File: config.mk
export PLATFORM = sky130hd
export DESIGN_NAME = sha2_sched_pair
export DESIGN_NICKNAME = d
export VERILOG_FILES = /design/src/rtl/sha2_sched_pkg.sv /design/src/rtl/sched_shift_lut.sv /design/src/rtl/sched_sigma.sv /design/src/rtl/sched_ctrl.sv /design/src/rtl/sha2_sched_pair.sv
export SDC_FILE = /design/constraint.sdc
export NUM_CORES = 2
export LEC_CHECK = 0
export BUFFER_PORTS_ARGS = -buffer_cell sky130_fd_sc_hd__buf_2
export CAP_MARGIN = 20
export CORE_ASPECT_RATIO = 0.5
export CORE_MARGIN = 8
export CORE_UTILIZATION = 55
export CTS_CLUSTER_SIZE = 10
export DETAILED_ROUTE_END_ITERATION = 7
export GPL_TIMING_DRIVEN = 0
export PLACE_DENSITY = 0.69
export SETUP_SLACK_MARGIN = 0.05
export SYNTH_ARGS = -nofsm -noshare
export SYNTH_HDL_FRONTEND = slang
export SYNTH_SLANG_ARGS = --single-unit
File: constraint.sdc
create_clock -name clk -period 69.1 [get_ports clk]
set_input_delay 20.73 -clock clk [delete_from_list [all_inputs] [get_ports clk]]
set_output_delay 20.73 -clock clk [all_outputs]
set_load 0.005 [all_outputs]
File: src/rtl/sha2_sched_pkg.sv
// Package: constants and helpers shared by the schedule generator.
// Assumes words are carried at 64 bits; narrow-mode words use bits [31:0].
package sha2_sched_pkg;
    localparam int WORD_W       = 64;
    localparam int HALF_W       = WORD_W / 2;
    localparam int WIN_DEPTH    = 16;
    localparam int NARROW_PAIRS = 32;
    localparam int WIDE_PAIRS   = 40;
    localparam int PAIR_W       = $clog2(WIDE_PAIRS);
    localparam int LOAD_W       = $clog2(WIN_DEPTH);
    localparam int AMT_W        = 6;
    localparam int LUT_ADDR_W   = 5;
    localparam int AMT_COUNT    = 6;

    typedef logic [WORD_W-1:0] word_t;
    typedef logic [AMT_W-1:0]  amt_t;
    typedef enum logic [1:0] {ST_IDLE, ST_LOAD, ST_RUN} sched_state_t;

    // Rotate right on a full word; an amount of 0 leaves x unchanged.
    function automatic word_t rotr_wide(input word_t x, input amt_t n);
        return (x >> n) | (x << (7'(WORD_W) - {1'b0, n}));
    endfunction

    // Rotate right on the low half of a word.
    function automatic logic [HALF_W-1:0] rotr_narrow(input logic [HALF_W-1:0] x, input amt_t n);
        return (x >> n) | (x << (7'(HALF_W) - {1'b0, n}));
    endfunction

    // Keep the low half only when the narrow mode is selected.
    function automatic word_t fit_word(input word_t x, input logic wide);
        return wide ? x : {{HALF_W{1'b0}}, x[HALF_W-1:0]};
    endfunction
endpackage

File: src/rtl/sched_shift_lut.sv
// Module: lookup table of rotate/shift amounts for both sigma functions.
// The address is {mode, slot}. Slot order is sigma0 rot, rot, shr, then
// sigma1 rot, rot, shr. Assumes the mode is stable while in use.
module sched_shift_lut
    import sha2_sched_pkg::*;
(
    input  logic wide,
    output amt_t amt [AMT_COUNT]
);
    // Table contents: 5-bit address, 6-bit entries.
    function automatic amt_t lut_entry(input logic [LUT_ADDR_W-1:0] addr);
        case (addr)
            5'h00: return 6'd7;
            5'h01: return 6'd18;
            5'h02: return 6'd3;
            5'h03: return 6'd17;
            5'h04: return 6'd19;
            5'h05: return 6'd10;
            5'h10: return 6'd1;
            5'h11: return 6'd8;
            5'h12: return 6'd7;
            5'h13: return 6'd19;
            5'h14: return 6'd61;
            5'h15: return 6'd6;
            default: return 6'd0;
        endcase
    endfunction

    for (genvar s = 0; s < AMT_COUNT; s++) begin : g_slot
        // Read one slot of the table for the current mode.
        assign amt[s] = lut_entry({wide, 4'(s)});
    end
endmodule

File: src/rtl/sched_sigma.sv
// Module: one small-sigma function made of two rotations and one shift.
// Assumes narrow-mode inputs carry data in bits [31:0] only.
module sched_sigma
    import sha2_sched_pkg::*;
(
    input  word_t x,
    input  logic  wide,
    input  amt_t  rot_a,
    input  amt_t  rot_b,
    input  amt_t  shr_c,
    output word_t y
);
    logic [HALF_W-1:0] xn;
    logic [HALF_W-1:0] yn;
    word_t             yw;

    // Evaluate both widths and select the one the mode asks for.
    always_comb begin
        xn = x[HALF_W-1:0];
        yn = rotr_narrow(xn, rot_a) ^ rotr_narrow(xn, rot_b) ^ (xn >> shr_c);
        yw = rotr_wide(x, rot_a) ^ rotr_wide(x, rot_b) ^ (x >> shr_c);
        y  = wide ? yw : {{HALF_W{1'b0}}, yn};
    end
endmodule

File: src/rtl/sched_ctrl.sv
// Module: sequencing of the schedule generator. It holds the mode,
// counts loaded words and counts output pairs. Assumes start is a pulse.
module sched_ctrl
    import sha2_sched_pkg::*;
(
    input  logic              clk,
    input  logic              rst_n,
    input  logic              start,
    input  logic              wide_sel,
    input  logic              in_valid,
    output logic              mode_q,
    output logic              load_take,
    output logic              advance,
    output logic              running,
    output logic [PAIR_W-1:0] pair_idx
);
    sched_state_t      state;
    logic [LOAD_W-1:0] ld_cnt;
    logic [PAIR_W-1:0] last_idx;

    // Index of the final pair for the captured mode.
    assign last_idx  = mode_q ? PAIR_W'(WIDE_PAIRS - 1) : PAIR_W'(NARROW_PAIRS - 1);
    assign running   = (state == ST_RUN);
    assign load_take = (state == ST_LOAD) && in_valid && !start;
    assign advance   = running && !start;

    // State, mode capture and counters.
    always_ff @(posedge clk) begin
        if (!rst_n) begin
            state    <= ST_IDLE;
            ld_cnt   <= '0;
            pair_idx <= '0;
            mode_q   <= 1'b0;
        end else if (start) begin
            state  <= ST_LOAD;
            ld_cnt <= '0;
            mode_q <= wide_sel;
        end else begin
            case (state)
                ST_LOAD: if (in_valid) begin
                    ld_cnt <= ld_cnt + 1'b1;
                    if (ld_cnt == LOAD_W'(WIN_DEPTH - 1)) begin
                        state    <= ST_RUN;
                        pair_idx <= '0;
                    end
                end
                ST_RUN: begin
                    if (pair_idx == last_idx) state <= ST_IDLE;
                    else                      pair_idx <= pair_idx + 1'b1;
                end
                default: state <= ST_IDLE;
            endcase
        end
    end

    // a reset edge leaves the block idle.
    a_r1_idle_after_reset: assert property (@(posedge clk) !rst_n |=> !running);
    // the pair counter never passes the last pair of the mode.
    a_r7_pair_bound: assert property (@(posedge clk) disable iff (!rst_n)
        running |-> pair_idx <= last_idx);
    // after the last pair, the output phase ends.
    a_r7_stop_after_last: assert property (@(posedge clk) disable iff (!rst_n)
        (advance && pair_idx == last_idx) |=> !running);
    // pairs follow each other with no gap.
    a_r6_index_steps: assert property (@(posedge clk) disable iff (!rst_n)
        (advance && pair_idx != last_idx) |=> (running && pair_idx == $past(pair_idx) + 1'b1));
    // the mode changes only on start.
    a_r8_mode_held: assert property (@(posedge clk) disable iff (!rst_n)
        !start |=> $stable(mode_q));
    // no word is taken while pairs are being output.
    a_r2_no_load_in_run: assert property (@(posedge clk) disable iff (!rst_n)
        running |-> !load_take);
endmodule

File: src/rtl/sha2_sched_pair.sv
// Module: top of the paired-word SHA-2 message schedule generator.
// A 16-word window shifts by one per loaded word and by two per output
// pair. The two new words depend only on the window, never on each other.
// Assumes a full block of 16 words follows every start.
module sha2_sched_pair
    import sha2_sched_pkg::*;
(
    input  logic        clk,
    input  logic        rst_n,
    input  logic        start,
    input  logic        wide_sel,
    input  logic        in_valid,
    input  logic [63:0] in_word,
    output logic        pair_valid,
    output logic [6:0]  pair_base,
    output logic [63:0] word_even,
    output logic [63:0] word_odd
);
    localparam int LANES = 2;

    logic              mode_q;
    logic              load_take;
    logic              advance;
    logic              running;
    logic [PAIR_W-1:0] pair_idx;
    amt_t              amt [AMT_COUNT];
    word_t             win [WIN_DEPTH];
    word_t             fresh [LANES];

    sched_ctrl u_ctrl (
        .clk       (clk),
        .rst_n     (rst_n),
        .start     (start),
        .wide_sel  (wide_sel),
        .in_valid  (in_valid),
        .mode_q    (mode_q),
        .load_take (load_take),
        .advance   (advance),
        .running   (running),
        .pair_idx  (pair_idx)
    );

    sched_shift_lut u_lut (
        .wide (mode_q),
        .amt  (amt)
    );

    for (genvar j = 0; j < LANES; j++) begin : g_lane
        word_t s0;
        word_t s1;
        word_t sum;

        sched_sigma u_sig0 (
            .x     (win[1 + j]),
            .wide  (mode_q),
            .rot_a (amt[0]),
            .rot_b (amt[1]),
            .shr_c (amt[2]),
            .y     (s0)
        );

        sched_sigma u_sig1 (
            .x     (win[WIN_DEPTH - 2 + j]),
            .wide  (mode_q),
            .rot_a (amt[3]),
            .rot_b (amt[4]),
            .shr_c (amt[5]),
            .y     (s1)
        );

        // Add the four terms of the recurrence for word 16 + j ahead of the oldest.
        always_comb begin
            sum      = s1 + win[WIN_DEPTH - 7 + j] + s0 + win[j];
            fresh[j] = fit_word(sum, mode_q);
        end
    end

    // Window update: shift in one loaded word, or shift by two new words.
    always_ff @(posedge clk) begin
        if (!rst_n) begin
            for (int i = 0; i < WIN_DEPTH; i++) win[i] <= '0;
        end else if (load_take) begin
            for (int i = 0; i < WIN_DEPTH - 1; i++) win[i] <= win[i + 1];
            win[WIN_DEPTH - 1] <= fit_word(in_word, mode_q);
        end else if (advance) begin
            for (int i = 0; i < WIN_DEPTH - LANES; i++) win[i] <= win[i + LANES];
            for (int j = 0; j < LANES; j++) win[WIN_DEPTH - LANES + j] <= fresh[j];
        end
    end

    // Present the two oldest words as the current pair.
    assign pair_valid = running;
    assign pair_base  = {pair_idx, 1'b0};
    assign word_even  = win[0];
    assign word_odd   = win[1];

    // the upper halves of both output words are clear in narrow mode.
    a_r10_narrow_upper_zero: assert property (@(posedge clk) disable iff (!rst_n)
        (running && !mode_q) |-> (word_even[63:32] == '0 && word_odd[63:32] == '0));
    // an output pair moves forward by two words.
    a_r6_pair_shift: assert property (@(posedge clk) disable iff (!rst_n)
        (advance && pair_idx != '0) |-> (word_even == $past(win[2]) || !$past(advance)));
    // the load port cannot change the window while pairs are being output.
    a_r8_window_hold: assert property (@(posedge clk) disable iff (!rst_n)
        (!load_take && !advance) |=> (win[0] == $past(win[0]) && win[15] == $past(win[15])));
endmodule

==> run metrics <==
outcome=finished, violations left; failing checks=design-rule violations; first-pass GRT wire length=452,000 um; CP max stage delay=1.01 ns; flop2flop setup slack=59.13 ns; Synth Area in Compound Gates=0.152; first drt pass iteration count=8; Hold Buf Count CTS=0; routed len/inst=38.8 um; multiplexer area fraction after synthesis=0.000746; synth warn=0; kind of critical path=input pin to register; Post-Synth Simple-Gate Area=0.104; Post-DP HPWL=270,000 um; end of the worst register-to-register path=win[0][1023]$_DFFE_PP_; Synth Cell Area=67,100 um^2; Final nets=7,651; Crit-path slowest cell=nand3_1; maximum root-to-sink buffer count=3; Finished Core Util=0.619; CTS Sinks=1,037; leakage power=30.0 nW; Die X=510 um; MaxCap Viol Count=0; Cell Rows=90; Worst Path Required=69.62 ns; number of vias per cell=6.86; #FFs+latches synth=1,037; largest net degree at the start of global routing=36; Layout area overhead=11.5%; RSZ-0062 raised after global routing=no; Most used DFF post-synth=edfxtp_1; vias in the first global route=55,100; initial antenna violation count=39; Ports=205; largest family of logic cells by synthesized area=compound AO/OA/AOI/OAI gates; Peak VDD IR=42.2 uV; Worst Skew=0.0849 ns; CP arrival=25.21 ns; Area contributors post-synth=edfxtp_1 (46%), fa_1 (7.5%), xnor2_1 (7.0%); Synth Area in Adders=0.0994; count of different cell masters after synthesis=76; fin. max-slew vios=0; Hold WS=0.490 ns; routability cong.=1.14; CP Cell Sequence=clkbuf_1 > nor2b_1 > nand3_1 > clkbuf_1 > clkbuf_1 > clkbuf_1 > nand2_1 > a21oi_1; layout cells sized above 1=0.0779; postcts setup bufs=0; Initial Utilization=0.556; syn avg cell area=9.86 um^2; Post-synth EDFFs=1,024; share of the clock period used by the worst path=0.357; via count=60,900; Reg clk slew, reported paths=0.06 ns; Slew @ Worst Pin=1.40 ns; sequential-to-total area share from yosys stat=0.462; CTS Root Cell=clkbuf_16; gr usage total=0.492; fmax=0.0405 GHz; post-synth top area cell=edfxtp_1; # resized after CTS=0; post-layout minimum cycle time=24.69 ns; Hold Violations, Final=0; cells after synthesis=6,806; Die ar.=134,000 um^2; ANT nets after route=0; Syn Nets=7,257; asr flop ratio synth=0; Hold EP=u_ctrl.state[1]$_SDFFE_PP0P_; FF-to-FF path depth=21; DIE HEIGHT=263 um; Core ar.=121,000 um^2; XOR/XNOR Fraction of Synth Area=0.0998; CP Launch Type=input pin; grt total ovfl=0; Setup TNS=0 ns; final setup violating endpoints=0; Crit path top cell by count=clkbuf_1; First DRT Iteration DRCs=13,600; Reg2Reg Launch Point=u_ctrl.mode_q$_SDFFE_PN0P_; Setup crit end kind=register; TritonCTS Buffers=116; Port Buffers=202; wirelength, routed=344,000 um; Worst Path Max Fanout=10; clk_lat worst skew=0.81 ns; hold depth=2; drt drc=50; post-synth top area share=0.458; Slew HR=0.0649; HP Class=register to register; H-Tree Depth=3; HP Start=u_ctrl.state[1]$_SDFFE_PP0P_; CTS tree=done; Power Dens Cells=32.4 nW/um^2
==> state kept, by name, indices dropped and copies added (netlist names) <==
| signal | cells |
|---|---|
| u_ctrl.ld_cnt | 4 |
| u_ctrl.state | 2 |
| win | 1024 |
| u_ctrl.mode_q | 1 |
| u_ctrl.pair_idx | 6 |
==> synthesized netlist by cell type, types with 130 or more instances <==
cell type  instances
a21oi_1          684
a22o_1           401
clkbuf_1         554
edfxtp_1        1024
fa_1             252
ha_1             130
inv_1            625
nand2_1         1233
nor2_1           173
o21ai_0          233
xnor2_1          535
xor2_1           230
==> through the flow <==
step                worst slack, ns  std cells  instance area, um^2  total power, W
floorplan                     15.11       6806                67100         0.00136
global placement               3.78       8618                70200         0.00178
detailed placement            44.16       8677                71300         0.00174
CTS                           44.97       8821                74600         0.00231
global route                  44.64       8847                74800         0.00245
finish                        44.41       8869                74900         0.00242
==> final cells by class <==
cell class / count / area, um^2
Clock inverter: 15 / 290
Clock buffer: 129 / 2950
Inverter: 625 / 2350
Sequential cell: 1037 / 31000
Fill cell: 9714 / 46000
Tap cell: 1610 / 2010
Antenna cell: 33 / 82.6
Multi-Input combinational cell: 4415 / 30600
Buffer: 729 / 3230
Timing Repair Buffer: 276 / 2330
==> cell usage in the layout (no fill, tap or decap), types with 9 or more instances in the layout <==
| cell | synthesis | final |
|---|---|---|
| a211oi_1 | 9 | 9 |
| a21o_1 | 76 | 76 |
| a21oi_1 | 684 | 684 |
| a22o_1 | 401 | 401 |
| a31oi_1 | 17 | 17 |
| and2_1 | 110 | 110 |
| and3_1 | 17 | 17 |
| buf_1 | 43 | 43 |
| buf_12 | 0 | 32 |
| buf_16 | 0 | 11 |
| buf_2 | 3 | 205 |
| buf_4 | 129 | 135 |
| buf_8 | 0 | 15 |
| clkbuf_1 | 554 | 563 |
| clkbuf_16 | 0 | 116 |
| dfxtp_1 | 13 | 13 |
| diode_2 | 0 | 33 |
| edfxtp_1 | 1024 | 1024 |
| fa_1 | 252 | 252 |
| ha_1 | 130 | 130 |
| inv_1 | 625 | 625 |
| nand2_1 | 1233 | 1233 |
| nand2b_1 | 14 | 14 |
| nand3_1 | 25 | 25 |
| nand4_1 | 35 | 35 |
| nor2_1 | 173 | 173 |
| nor2b_1 | 12 | 12 |
| nor3_1 | 15 | 14 |
| o211ai_1 | 14 | 14 |
| o21a_1 | 17 | 17 |
| o21ai_0 | 233 | 227 |
| o21ai_1 | 24 | 26 |
| o21bai_1 | 27 | 27 |
| o31ai_1 | 10 | 10 |
| xnor2_1 | 535 | 535 |
| xor2_1 | 230 | 230 |
==> metal layers <==
layer,share of wire,up-vias,global-route usage
li1,-,23500,-
met1,0.36,29600,0.634
met2,0.35,6500,0.596
met3,0.23,1242,0.380
met4,0.056,40,0.196
met5,0.0040,-,0.0811
==> cells by family after synthesis <==
kind of cell	Yosys count
other cells	1
simple gates	1675
xor+xnor	765
flops	1037
fa+ha+maj	382
mux	5
buf+inv	1354
compound gates	1587
==> power breakdown <==
part           internal, W  switching, W  leakage, nW
combinational     0.000322      0.000739         17.7
clock             0.000308      0.000272         1.57
sequential        0.000736     0.0000478         10.7
==> worst max-delay path: cells and delay by family <==
| family | cells | cell delay, ns |
|---|---|---|
| compound gates | 1 | 0.52 |
| simple gates | 3 | 1.31 |
| buf+inv | 4 | 2.62 |
==> worst max-delay path by stage <==
stage | start | endpoint | slack [ns] | depth (start not counted)
final | start | win[0][423]$_SDFFCE_PN0P_ | 44.41 | 8
after global routing | start | win[0][425]$_SDFFCE_PN0P_ | 44.64 | 8
after CTS | start | win[0][421]$_SDFFCE_PN0P_ | 44.97 | 8
after detailed placement | start | win[0][421]$_SDFFCE_PN0P_ | 44.16 | 8
after global placement | in_valid | win[0][81]$_SDFFCE_PN0P_ | 3.78 | 3
after floorplan | start | win[0][100]$_SDFFCE_PN0P_ | 15.11 | 2
No activity file was read; power rests on OpenSTA's default activity.
